--- src/rtl/td_pkg.sv ---
package td_pkg;
  typedef enum logic [1:0] {
    SLOT_REQ  = 2'd0,
    SLOT_BUSY = 2'd1,
    SLOT_DONE = 2'd2
  } slot_st_t;

  typedef enum logic {
    MODE_SERIAL = 1'b0,
    MODE_PAR    = 1'b1
  } mode_t;
endpackage

--- src/rtl/td_prefix.sv ---
// Exclusive prefix count of a request vector: rank of each requester.
module td_prefix #(
  parameter int N  = 4,
  parameter int CW = 3
) (
  input  logic [N-1:0]    req,
  output logic [N*CW-1:0] rank,
  output logic [CW-1:0]   total
);
  always_comb begin
    logic [CW-1:0] acc;
    acc  = '0;
    rank = '0;
    for (int i = 0; i < N; i++) begin
      rank[i*CW +: CW] = acc;
      acc = acc + CW'(req[i]);
    end
    total = acc;
  end
endmodule

--- src/rtl/td_slot.sv ---
// Per-unit tracking state and registered grant.
module td_slot
  import td_pkg::*;
#(
  parameter int ID_W = 8
) (
  input  logic            clk,
  input  logic            rst_n,
  input  logic            start,
  input  logic            alloc_ok,
  input  logic            alloc_fail,
  input  logic            extra,
  input  logic            done_in,
  input  logic [ID_W-1:0] cand_id,
  output slot_st_t        st,
  output logic            grant_valid,
  output logic [ID_W-1:0] grant_id
);
  slot_st_t st_q, st_d;

  always_comb begin
    st_d = st_q;
    if (start) begin
      st_d = SLOT_REQ;
    end else begin
      unique case (st_q)
        SLOT_REQ: begin
          if (alloc_ok)        st_d = SLOT_BUSY;
          else if (alloc_fail) st_d = extra ? SLOT_REQ : SLOT_DONE;
        end
        SLOT_BUSY: if (done_in) st_d = SLOT_REQ;
        SLOT_DONE: if (extra)   st_d = SLOT_REQ;
        default:                st_d = SLOT_DONE;
      endcase
    end
  end

  always_ff @(posedge clk or negedge rst_n) begin
    if (!rst_n) begin
      st_q        <= SLOT_DONE;
      grant_valid <= 1'b0;
      grant_id    <= '0;
    end else begin
      st_q        <= st_d;
      grant_valid <= alloc_ok;
      if (alloc_ok) grant_id <= cand_id;
    end
  end

  assign st = st_q;
endmodule

--- src/rtl/td_mode.sv ---
// Serial/parallel mode machine with next and highest thread numbers.
module td_mode
  import td_pkg::*;
#(
  parameter int ID_W = 8,
  parameter int CW   = 3,
  localparam int IW  = ID_W + 1
) (
  input  logic            clk,
  input  logic            rst_n,
  input  logic            spawn_valid,
  input  logic [ID_W-1:0] spawn_lo,
  input  logic [ID_W-1:0] spawn_hi,
  input  logic            all_done,
  input  logic            extra,
  input  logic [CW-1:0]   n_ok,
  output logic            par,
  output logic            start,
  output logic [IW-1:0]   next_id,
  output logic [IW-1:0]   hi_id
);
  mode_t         mode_q, mode_d;
  logic [IW-1:0] next_q, next_d, hi_q, hi_d;
  logic          ld_en;

  always_comb begin
    mode_d = mode_q;
    next_d = next_q;
    hi_d   = hi_q;
    ld_en  = 1'b0;
    start  = (mode_q == MODE_SERIAL) && spawn_valid;
    if (start) begin
      mode_d = MODE_PAR;
      next_d = {1'b0, spawn_lo};
      hi_d   = {1'b0, spawn_hi};
      ld_en  = 1'b1;
    end else if (mode_q == MODE_PAR) begin
      next_d = next_q + IW'(n_ok);
      hi_d   = hi_q + IW'(extra);
      ld_en  = 1'b1;
      if (all_done && !extra) mode_d = MODE_SERIAL;
    end
  end

  always_ff @(posedge clk or negedge rst_n) begin
    if (!rst_n) begin
      mode_q <= MODE_SERIAL;
      next_q <= '0;
      hi_q   <= '0;
    end else begin
      mode_q <= mode_d;
      if (ld_en) begin
        next_q <= next_d;
        hi_q   <= hi_d;
      end
    end
  end

  assign par     = (mode_q == MODE_PAR);
  assign next_id = next_q;
  assign hi_id   = hi_q;
endmodule

--- src/rtl/thread_dispatch.sv ---
module thread_dispatch
  import td_pkg::*;
#(
  parameter int N_UNITS = 4,
  parameter int ID_W    = 8
) (
  input  logic                    clk,
  input  logic                    rst_n,
  input  logic                    spawn_valid,
  input  logic [ID_W-1:0]         spawn_lo,
  input  logic [ID_W-1:0]         spawn_hi,
  input  logic                    extra_req,
  input  logic [N_UNITS-1:0]      unit_done,
  output logic [N_UNITS-1:0]      grant_valid,
  output logic [N_UNITS*ID_W-1:0] grant_id,
  output logic                    par_active,
  output logic                    serial_ready
);
  localparam int IW = ID_W + 1;
  localparam int CW = $clog2(N_UNITS + 1);

  logic                 par, start, all_done, extra_ok;
  logic [IW-1:0]        next_id, hi_id;
  logic [N_UNITS-1:0]   req_v, ok_v, fail_v, done_v;
  logic [N_UNITS*CW-1:0] rank;
  logic [CW-1:0]        req_total, n_ok;
  logic [N_UNITS*IW-1:0] cand;
  slot_st_t             st [N_UNITS];

  assign extra_ok = extra_req && par;
  assign all_done = &done_v;

  td_prefix #(.N(N_UNITS), .CW(CW)) u_prefix (
    .req   (req_v),
    .rank  (rank),
    .total (req_total)
  );

  for (genvar k = 0; k < N_UNITS; k++) begin : g_slot
    assign req_v[k]  = (st[k] == SLOT_REQ);
    assign done_v[k] = (st[k] == SLOT_DONE);
    assign cand[k*IW +: IW] = next_id + IW'(rank[k*CW +: CW]);
    assign ok_v[k]   = par && req_v[k] && (cand[k*IW +: IW] <= hi_id);
    assign fail_v[k] = par && req_v[k] && (cand[k*IW +: IW] >  hi_id);

    td_slot #(.ID_W(ID_W)) u_slot (
      .clk         (clk),
      .rst_n       (rst_n),
      .start       (start),
      .alloc_ok    (ok_v[k]),
      .alloc_fail  (fail_v[k]),
      .extra       (extra_ok),
      .done_in     (unit_done[k]),
      .cand_id     (cand[k*IW +: ID_W]),
      .st          (st[k]),
      .grant_valid (grant_valid[k]),
      .grant_id    (grant_id[k*ID_W +: ID_W])
    );
  end

  // Granted count: requesters are ranked, so grants form a prefix of them.
  always_comb begin
    n_ok = '0;
    for (int k = 0; k < N_UNITS; k++) n_ok = n_ok + CW'(ok_v[k]);
  end

  td_mode #(.ID_W(ID_W), .CW(CW)) u_mode (
    .clk         (clk),
    .rst_n       (rst_n),
    .spawn_valid (spawn_valid),
    .spawn_lo    (spawn_lo),
    .spawn_hi    (spawn_hi),
    .all_done    (all_done),
    .extra       (extra_ok),
    .n_ok        (n_ok),
    .par         (par),
    .start       (start),
    .next_id     (next_id),
    .hi_id       (hi_id)
  );

  assign par_active   = par;
  assign serial_ready = !par;

  logic unused_total;
  assign unused_total = ^req_total;
endmodule

--- config.mk ---
export PLATFORM = sky130hd
export DESIGN_NAME = thread_dispatch
export DESIGN_NICKNAME = d
export VERILOG_FILES = /design/src/rtl/td_pkg.sv /design/src/rtl/td_prefix.sv /design/src/rtl/td_slot.sv /design/src/rtl/td_mode.sv /design/src/rtl/thread_dispatch.sv
export SDC_FILE = /design/constraint.sdc
export NUM_CORES = 1
export LEC_CHECK = 0
export BUFFER_PORTS_ARGS = -buffer_cell sky130_fd_sc_hd__buf_2
export CORE_AREA = 5 5 113 115
export CTS_CLUSTER_SIZE = 10
export DETAILED_ROUTE_END_ITERATION = 10
export DIE_AREA = 0 0 118 120
export PLACE_DENSITY = 0.56
export SYNTH_ARGS = -nofsm -noshare
export SYNTH_HDL_FRONTEND = slang
export SYNTH_SLANG_ARGS = --single-unit
--- constraint.sdc ---
create_clock -name clk -period 7.45 [get_ports clk]
set_clock_uncertainty 0.15 [all_clocks]
set_input_delay 1.49 -clock clk [delete_from_list [all_inputs] [get_ports clk]]
set_output_delay 1.49 -clock clk [all_outputs]
set_load 0.02 [all_outputs]
== Word-level counts from Yosys, hierarchy flattened ==
Index checks and enable logic that the tools add are counted.

* Bits in registers: 63
* Input port bits: 24
* Output and inout port bits: 38
* Word-level logic and storage cells: 113

* $add $sub $neg: 10
* Magnitude comparators: 8
* Equal/unequal tests: 20
* Muxes and demuxes: 31
* Bitwise gates (word level): 1
* Reductions and logical operators: 28

{| class="wikitable"
|+ Operators by type and width
! cell !! count
|-
| $gt 9x9->1 || 4
|-
| $le 9x9->1 || 4
|-
| $mux 2 || 18
|-
| $mux 9 || 4
|-
| $add 9x3->9 || 3
|-
| $pmux 2 s3 || 4
|-
| $add 9x1->9 || 2
|-
| $ne 4x1->1 const B || 4
|-
| $logic_and 1x1->1 || 15
|-
| $ne 3x1->1 const B || 4
|-
| $reduce_and 3->1 || 4
|-
| $ne 3x3->1 const B || 3
|-
| $eq 2x1->1 const B || 4
|-
| $eq 2x2->1 const B || 4
|-
| $logic_not 2->1 || 4
|-
| $add 3x1->3 || 2
|-
| $mux 1 || 5
|-
| $add 1x1->2 || 2
|-
| $reduce_and 4->1 || 1
|-
| $add 2x1->3 || 1
|-
| $ne 3x2->1 const B || 1
|-
| $logic_not 1->1 || 2
|-
| $reduce_and 2->1 || 1
|-
| $reduce_bool 2->1 || 1
|-
| $not 1->1 || 1
|}

== Longest topological paths before layout ==
Gate-level depths: netlist (run 1).

* Word-level depth: 10
* Depth in mapped cells: 26

== Hierarchy ==
Synthesis (run 1) repeated with hierarchy kept, for this count alone.

* Cells, all modules: 517
* Area total of the unflattened synthesis: 5255.0 um2

{| class="wikitable"
|+ Modules (own cells, without submodules)
! module !! instances !! cells each !! area an instance (um2) !! seq. area each (um2)
|-
| td_slot || 4 || 37 || 511.7 || 276.5
|-
| thread_dispatch || 1 || 225 || 1810.5 || 0.0
|-
| td_mode || 1 || 120 || 1213.7 || 475.5
|-
| td_prefix || 1 || 24 || 183.9 || 0.0
|}

== Least setup slack after synthesis (run 1) ==
Ideal clock, no wire load.

* Kind: register to register
* From: register g_slot[1].u_slot.st_q[1]
* To: register u_mode.next_q[6], in the netlist u_mode.next_id[6]
* Arrival time: 5376 ps
* Path slack: 1798 ps
* Stages on the path, launching flop included: 27
* Path buffers: 1
* Clock period less this slack: 5652 ps
* Cells stage by stage: dfstp_2 > inv_1 > ha_1 > xor2_1 > ha_1 > ha_1 > inv_1 > fa_1 > nor2b_1 > o21ai_0 > nor2_1 > xor2_1 > ha_1 > a211oi_1 > o21bai_1 > nor3_1 > nor3_1 > buf_2 > inv_1 > fa_1 > fa_1 > inv_1 > fa_1 > or2_2 > nor2_1 > o21bai_1 > a221o_1

* Word-level cells in the longest chain between the ends: 10
* Elaborated cells on any way between the ends: 17
* Those cells by class: add/sub: 8; order compare: 2; mux: 2; reduce/logical: 5

{| class="wikitable"
|+ Ends and longest elaborated chain
! what !! RTL line !! text
|-
| start: declaration || td_slot.sv:19 || <nowiki>slot_st_t st_q, st_d;</nowiki>
|-
| start signal: assignment || td_slot.sv:44 || <nowiki>st_q <= st_d;</nowiki>
|-
| $logic_not 2->1 || thread_dispatch.sv:40 || <nowiki>assign req_v[k] = (st[k] == SLOT_REQ);</nowiki>
|-
| $add 1x1->2 || td_prefix.sv:16 || <nowiki>acc = acc + CW'(req[i]);</nowiki>
|-
| $add 3x1->3 || td_prefix.sv:16 ||
|-
| $add 9x3->9 || thread_dispatch.sv:42 || <nowiki>assign cand[k*IW +: IW] = next_id + IW'(rank[k*CW +: CW]);</nowiki>
|-
| via cand[33] || thread_dispatch.sv:27 || <nowiki>logic [N_UNITS*IW-1:0] cand;</nowiki>
|-
| $le 9x9->1 || thread_dispatch.sv:43 || <nowiki>assign ok_v[k] = par && req_v[k] && (cand[k*IW +: IW] <= hi_id);</nowiki>
|-
| $logic_and 1x1->1 || thread_dispatch.sv:43 ||
|-
| via g_slot[3].u_slot.alloc_ok || td_slot.sv:10 || <nowiki>input logic alloc_ok,</nowiki>
|-
| $add 3x1->3 || thread_dispatch.sv:64 || <nowiki>for (int k = 0; k < N_UNITS; k++) n_ok = n_ok + CW'(ok_v[k]);</nowiki>
|-
| $add 9x3->9 || td_mode.sv:38 || <nowiki>next_d = next_q + IW'(n_ok);</nowiki>
|-
| $mux 9 || td_mode.sv:37 || <nowiki>end else if (mode_q == MODE_PAR) begin</nowiki>
|-
| $mux 9 || td_mode.sv:32 || <nowiki>if (start) begin</nowiki>
|-
| end signal: assignment || td_mode.sv:53 || <nowiki>next_q <= next_d;</nowiki>
|-
| end: declaration || td_mode.sv:23 || <nowiki>logic [IW-1:0] next_q, next_d, hi_q, hi_d;</nowiki>
|}

The timed path passes the listed nets, and every way through them passes these cells. The select of a mux whose other input is x is not followed.
A chain may end at the register's enable or synchronous reset.

== Worst setup path in the final report (run 1) ==
Same ends and word-level chain as after synthesis.

==> results of run 1 <==
cell type report:
class,instances,area (sq um),area share [%]
timing repair buffer,65,335,6.40
clock buffer,11,233,4.44
sequential,63,1580,30.2
inverter,45,169,3.22
multi-input combinational,325,2630,50.2
clock inverter,5,106,2.03
tap,147,184,3.51
final timing paths:
kind | slack (ps) | end | from | depth (start not counted)
setup / recovery | 1310 | u_mode.next_id[6] | g_slot[1].u_slot.st[1] | 25
hold / removal | 340 | u_mode.hi_id[8] | u_mode.hi_id[8] | 1
setup reg to reg | 1310 | u_mode.next_id[6] | g_slot[1].u_slot.st[1] | 25
hold reg to reg | 340 | u_mode.hi_id[8] | u_mode.hi_id[8] | 1
max in group asynchronous | 5450 | g_slot[1].u_slot.grant_id[6] | rst_n | 2
min in group asynchronous | 1180 | g_slot[0].u_slot.grant_valid | rst_n | 2
through the flow:
| step | cells | hold slack, ps | instance area [sq um] |
|---|---|---|---|
| after floorplan | 455 | 307 | 4500 |
| after global placement | 645 | 326 | 4900 |
| after detailed placement | 645 | 334 | 4900 |
| after CTS | 661 | 341 | 5240 |
| after global routing | 661 | 360 | 5240 |
| final | 661 | 336 | 5240 |
placed cells by master (no fill, tap or decap), types with 9 or more instances in the layout:
master,n
xnor2_1,15
clkbuf_16,9
nor2_1,35
o21ai_0,16
mux2_2,31
nand3_1,14
ha_1,61
nand4_1,11
inv_1,45
xor2_1,16
a21oi_1,21
nand2_1,19
buf_2,61
dfrtp_1,59
mux2i_1,9
routing by layer:
| metal | wire length [um] | part of all wire [%] |
|---|---|---|
| met1 | 5240 | 45 |
| met2 | 5600 | 48 |
| met3 | 518 | 4.5 |
| met4 | 273 | 2.3 |
| met5 | 0 | 0 |
worst reg2reg max path: cells and delay by family (launching register included):
family / cells / cell delay (ps)
XOR/XNOR: 2 / 310
adder cells (fa/ha/maj): 8 / 2660
flip-flops: 1 / 540
AO/OA/AOI/OAI: 5 / 780
AND/OR/NAND/NOR: 6 / 1280
buffers and inverters: 4 / 330
cell usage after synthesis, drive strengths merged (4+ instances only):
| cell | instances | area share, % |
|---|---|---|
| a211oi | 9 | 1.6 |
| fa | 5 | 2.2 |
| o21ai | 17 | 1.9 |
| xor2 | 16 | 3.1 |
| nand2 | 19 | 1.6 |
| xnor2 | 15 | 2.9 |
| a21oi | 21 | 2.3 |
| nand4 | 11 | 1.5 |
| nand3 | 14 | 1.6 |
| dfrtp | 59 | 33 |
| nor3 | 8 | 0.89 |
| and3 | 5 | 0.70 |
| nor2 | 36 | 3.1 |
| inv | 45 | 3.8 |
| o22ai | 4 | 0.56 |
| dfstp | 4 | 2.3 |
| clkbuf | 6 | 0.50 |
| mux2i | 9 | 2.0 |
| nor2b | 5 | 0.70 |
| o21bai | 6 | 1.0 |
| ha | 61 | 17 |
| buf | 16 | 2.1 |
| mux2 | 31 | 7.8 |
kinds of logic (layout without fill, tap and decap cells):
family                   after synthesis  after routing
XOR/XNOR                              31             31
AND/OR/NAND/NOR                      106            106
buffers and inverters                 67            126
AO/OA/AOI/OAI                         82             82
flip-flops                            63             63
multiplexers                          40             40
adder cells (fa/ha/maj)               66             66
registers in the layout (all words and copies together), names as in the netlist:
register                   count
u_mode.par                     1
g_slot.u_slot.grant_valid      4
u_mode.next_id                 9
g_slot.u_slot.grant_id        32
u_mode.hi_id                   9
g_slot.u_slot.st               8
==> results.py, run 1 <==
metrics = {
    "global_routing": {
        "grt-busiest-layer": "met2",
        "grt_met3_use_pct": 4.43,
        "total_grt_usage_pct": 17.5,
        "global_route_wire_length_before_repair_mm": 19.5,
        "via_count_of_the_first_global_routing_pass": 3703,
        "grt_max_degree": 64,
        "met2_usage_pct": 28.8,
        "grt_use_met1_pct": 22.1,
        "globalRouteOverflowTotal": 0,
        "grt_antenna_before_repair": 0,
    },
    "timing": {
        "clock.fmax_mhz": 163,
        "fin_crit_ps": 6140,
        "final_max_slew_viol_count": 0,
        "max-slew-margin-rel_pct": 46.4,
        "report.final.setup_viol": 0,
        "timing_worst_slew_pin_value_ps": 804,
        "setup_tns_ps": 0,
        "unrepaired_setup_endpoints_after_global_routing": "no",
        "hold_violations": 0,
        "pnr_worst_setup_slack_ps": 1310,
        "timing.final.crit_share_pct": 82.4,
    },
    "synthesis": {
        "yosys.area_share.simple_pct": 11.2,
        "synth-seq-area-share_pct": 35.2,
        "post_synth.cell_area_avg_sq_um": 9.89,
        "synthXorXnorAreaFrac_pct": 6.03,
        "main_combinational_cell_family_by_area_after_synthesis": "adder cells",
        "synthesis.yosys.warnings": 0,
        "synth-edff-count": 0,
        "synth_compound_gate_area_share_pct": 12.3,
        "yosys.area_share.adder_pct": 19.2,
        "ys_types": 49,
        "main_flop_type_after_synthesis": "dfrtp_1",
        "synth.ff_latch_count": 63,
        "syn_inst": 455,
        "mappedNetlistArea_sq_mm": 0.00450,
        "post_synthesis_net_count": 545,
        "mux_share_of_post_synthesis_cell_area_pct": 9.76,
        "asyncSetResetFlopFracSynth_pct": 100,
    },
    "routing": {
        "antenna_violating_nets_post_route": 0,
        "avgRoutedWirePerCell_um": 17.6,
        "drtIter0Drc": 126,
        "route.detailed.vias_per_inst": 5.32,
        "total_drc_errors_in_the_routed_layout": 0,
        "detail_route.wirelength_mm": 11.6,
        "detailedRoute.firstPassIterationCount": 4,
        "via_count": 3519,
    },
    "finish": {
        "insertedDiodeCount": 0,
        "fill_cells": 1144,
        "area_delta_synth_final_pct": 16.5,
        "finish.utilization_pct": 44.7,
        "design.final.nets": 599,
        "drive_above_1_share_pct": 23.0,
    },
    "status": {
        "outcome": "finished, final reports clean",
    },
    "clock_tree": {
        "tritoncts_clock_tree": "done",
        "clkLatencyLatePin_ps": 340,
        "cts_max_level": 3,
        "post-cts-setup-buffers": 0,
        "cts_hold_buffers": 0,
        "clock_sinks": 63,
        "worst_setup_hold_path_clk_slew_ps": 50,
        "clock_path_buffers": 2,
        "cts_inserted_buffers": 9,
        "post_cts.resized_instances": 0,
        "clk_root_buffer_cell": "clkbuf_16",
    },
    "die": {
        "row_count": 40,
        "core_region_area_sq_mm": 0.0117,
        "number_of_placed_i_o_pins": 62,
        "die_area_sq_mm": 0.0142,
        "initial_core_util_pct": 38.4,
        "floorplan.die.width_um": 118,
        "die_h_um": 120,
    },
    "setup_path": {
        "cp_max_fo": 6,
        "cp_data_required_time_ps": 7520,
        "arrival_ps": 6210,
        "timing.critical_path.max_delay_family": "adder cells",
        "critical_path.max_stage_delay_ps": 540,
        "cp-end-kind": "register",
        "worstSetupPathType": "register to register",
        "worst_setup_path_start_kind": "register",
        "critical_path_buf_inv_count": 4,
        "crit_slowest_cell": "dfstp_2",
    },
    "placed_design": {
        "hpwl_mm": 9.03,
        "portBuffers": 61,
        "globalplace.congestion": 0.846,
        "dp_worst_setup_slack_ps": 1340,
    },
    "flow_run": {
        "drv_cap": 0,
    },
    "min_path": {
        "holdCritPathClass": "register to register",
    },
}
Power of run 1 is left out: the tool's default activity adds up to more than one toggle a clock period on the data nets, which glitch-free logic cannot reach.
==> run 2: changes to the inputs <==
--- a/config.mk
+++ b/config.mk
@@ -10,7 +10,7 @@
 export CTS_CLUSTER_SIZE = 10
 export DETAILED_ROUTE_END_ITERATION = 10
 export DIE_AREA = 0 0 118 120
-export PLACE_DENSITY = 0.56
+export PLACE_DENSITY = 0.58
 export SYNTH_ARGS = -nofsm -noshare
 export SYNTH_HDL_FRONTEND = slang
 export SYNTH_SLANG_ARGS = --single-unit
==> constraint.sdc (replaced) <==
create_clock -name clk -period 5.5 [get_ports clk]
set_clock_uncertainty 0.15 [all_clocks]
set_input_delay 1.1 -clock clk [delete_from_list [all_inputs] [get_ports clk]]
set_output_delay 1.1 -clock clk [all_outputs]
set_load 0.02 [all_outputs]
==> results.py, run 2 (synthesis gave the netlist of run 1 again) <==
metrics = {
    "status": {
        "outcome": "finished, final reports clean",
    },
    "clock_tree": {
        "cts_max_level": 3,
        "worst_setup_hold_path_clk_slew_ps": 50,
        "clock_path_buffers": 2,
        "clock_sinks": 63,
        "cts_inserted_buffers": 9,
        "tritoncts_clock_tree": "done",
        "clk_root_buffer_cell": "clkbuf_16",
        "cts_hold_buffers": 0,
        "clkLatencyLatePin_ps": 340,
    },
    "setup_path": {
        "cp-end-kind": "register",
        "timing.critical_path.max_delay_family": "adder cells",
        "critical_path.reg2reg.endpoint": "u_mode.next_id[6]",
        "critical_path_buf_inv_count": 4,
        "cp_max_fo": 4,
        "timing.reg2reg.worst_path_depth": 25,
        "crit_slowest_cell": "fa_1",
        "worst_setup_path_start_kind": "register",
        "r2r_setup_slack_ps": 10,
        "cp_data_required_time_ps": 5570,
        "arrival_ps": 5560,
        "worstSetupPathType": "register to register",
        "critical_path.max_stage_delay_ps": 590,
        "regToRegStartpoint": "g_slot[0].u_slot.st[1]",
    },
    "finish": {
        "fill_cells": 1139,
        "drive_above_1_share_pct": 31.7,
        "most_common_cell_after_layout_fill_and_taps_aside": "buf_2",
        "layout.cells.most_common_list": "buf_2 (61), dfrtp_1 (59), ha_1 (56)",
        "area_delta_synth_final_pct": 23.1,
        "largest-register": "g_slot.u_slot.grant_id",
        "seq_area_sq_mm": 0.00158,
        "footprint_of_the_multi_input_gates_sq_mm": 0.00277,
        "largest_reg_flops": 32,
        "final_cell_count_no_fill": 692,
        "design.final.nets": 630,
        "insertedDiodeCount": 0,
    },
    "timing": {
        "max-slew-margin-rel_pct": 44.7,
        "fin_crit_ps": 5490,
        "hold_violations": 0,
        "timing.final.crit_share_pct": 99.8,
        "unrepaired_setup_endpoints_after_global_routing": "yes",
        "setup_tns_ps": 0,
        "report.final.setup_viol": 0,
        "pnr_worst_setup_slack_ps": 11.3,
        "clock.fmax_mhz": 182,
        "final_max_slew_viol_count": 0,
        "timing_worst_slew_pin_value_ps": 829,
    },
    "routing": {
        "route.detailed.vias_per_inst": 5.29,
        "route.met3.wl_um": 623,
        "total_drc_errors_in_the_routed_layout": 0,
        "wl_met2_mm": 5.94,
        "via_count": 3660,
        "drt-met1-wl_mm": 5.32,
        "antenna_violating_nets_post_route": 0,
        "detail_route.wirelength_mm": 12.3,
        "detailedRoute.firstPassIterationCount": 4,
        "avgRoutedWirePerCell_um": 17.7,
        "drtIter0Drc": 255,
        "top_layer": "met5",
    },
    "global_routing": {
        "via_count_of_the_first_global_routing_pass": 3794,
        "total_grt_usage_pct": 18.0,
        "grt_antenna_before_repair": 1,
        "grt_max_degree": 64,
        "global_route_wire_length_before_repair_mm": 19.9,
        "globalRouteOverflowTotal": 0,
    },
    "min_path": {
        "holdCritPathClass": "register to register",
        "hold_end": "g_slot[0].u_slot.grant_id[5]",
        "holdPathStages": 1,
        "min-delay-start": "g_slot[0].u_slot.grant_id[5]",
    },
    "die": {
        "number_of_placed_i_o_pins": 62,
        "die_area_sq_mm": 0.0142,
        "row_count": 40,
        "die_h_um": 120,
        "floorplan.die.width_um": 118,
        "core_region_area_sq_mm": 0.0117,
        "initial_core_util_pct": 38.4,
    },
    "placed_design": {
        "globalplace.congestion": 0.860,
        "hpwl_mm": 9.50,
        "dp_worst_setup_slack_ps": -103,
        "portBuffers": 61,
        "place.detailed.instances": 671,
    },
    "flow_run": {
        "drv_cap": 0,
    },
}
-- run 2: worst max path at each step --
stage | cells after the start | from | to
after CTS | 25 | g_slot[0].u_slot.st[1] | u_mode.next_id[6]
after detailed placement | 25 | g_slot[0].u_slot.st[1] | u_mode.next_id[6]
after global routing | 25 | g_slot[0].u_slot.st[1] | u_mode.next_id[6]
final | 25 | g_slot[0].u_slot.st[1] | u_mode.next_id[6]
after floorplan | 26 | g_slot[0].u_slot.st[1] | u_mode.next_id[6]
after global placement | 25 | g_slot[0].u_slot.st[1] | u_mode.next_id[6]
-- run 2: through the flow --
step / cell area [sq um] / util (%) / hold WS [ps]
global placement: 5110 / 43.6 / 327
CTS: 5390 / 46.0 / 346
detailed placement: 5110 / 43.6 / 338
global route: 5540 / 47.3 / 367
floorplan: 4510 / - / 307
finish: 5540 / 47.3 / 346
-- run 2: area by class of cell --
type / instances / share of cell area (%)
flip-flops and latches: 63 / 28.5
inverters: 45 / 3.05
clock buffers: 15 / 4.65
multi-input cells: 325 / 50.0
well taps: 147 / 3.32
clock inverters: 1 / 0.0903
repair buffers: 96 / 10.3
-- run 2: what timing repair did --
item	4_1_cts	5_1_grt
pin swaps	5	21
buffers inserted	1	4
resized for setup	3	28
endpoints found under the setup margin	3	8
endpoints found under the hold margin	0	0
-- run 2: per-layer routing --
| metal | GRT usage [%] | up-vias |
|---|---|---|
| met5 | 0 | - |
| met3 | 4.19 | 23 |
| met4 | 10.1 | 2 |
| li1 | - | 1772 |
| met2 | 28.9 | 105 |
| met1 | 22.3 | 1758 |
Power of run 2 is left out for the same reason.
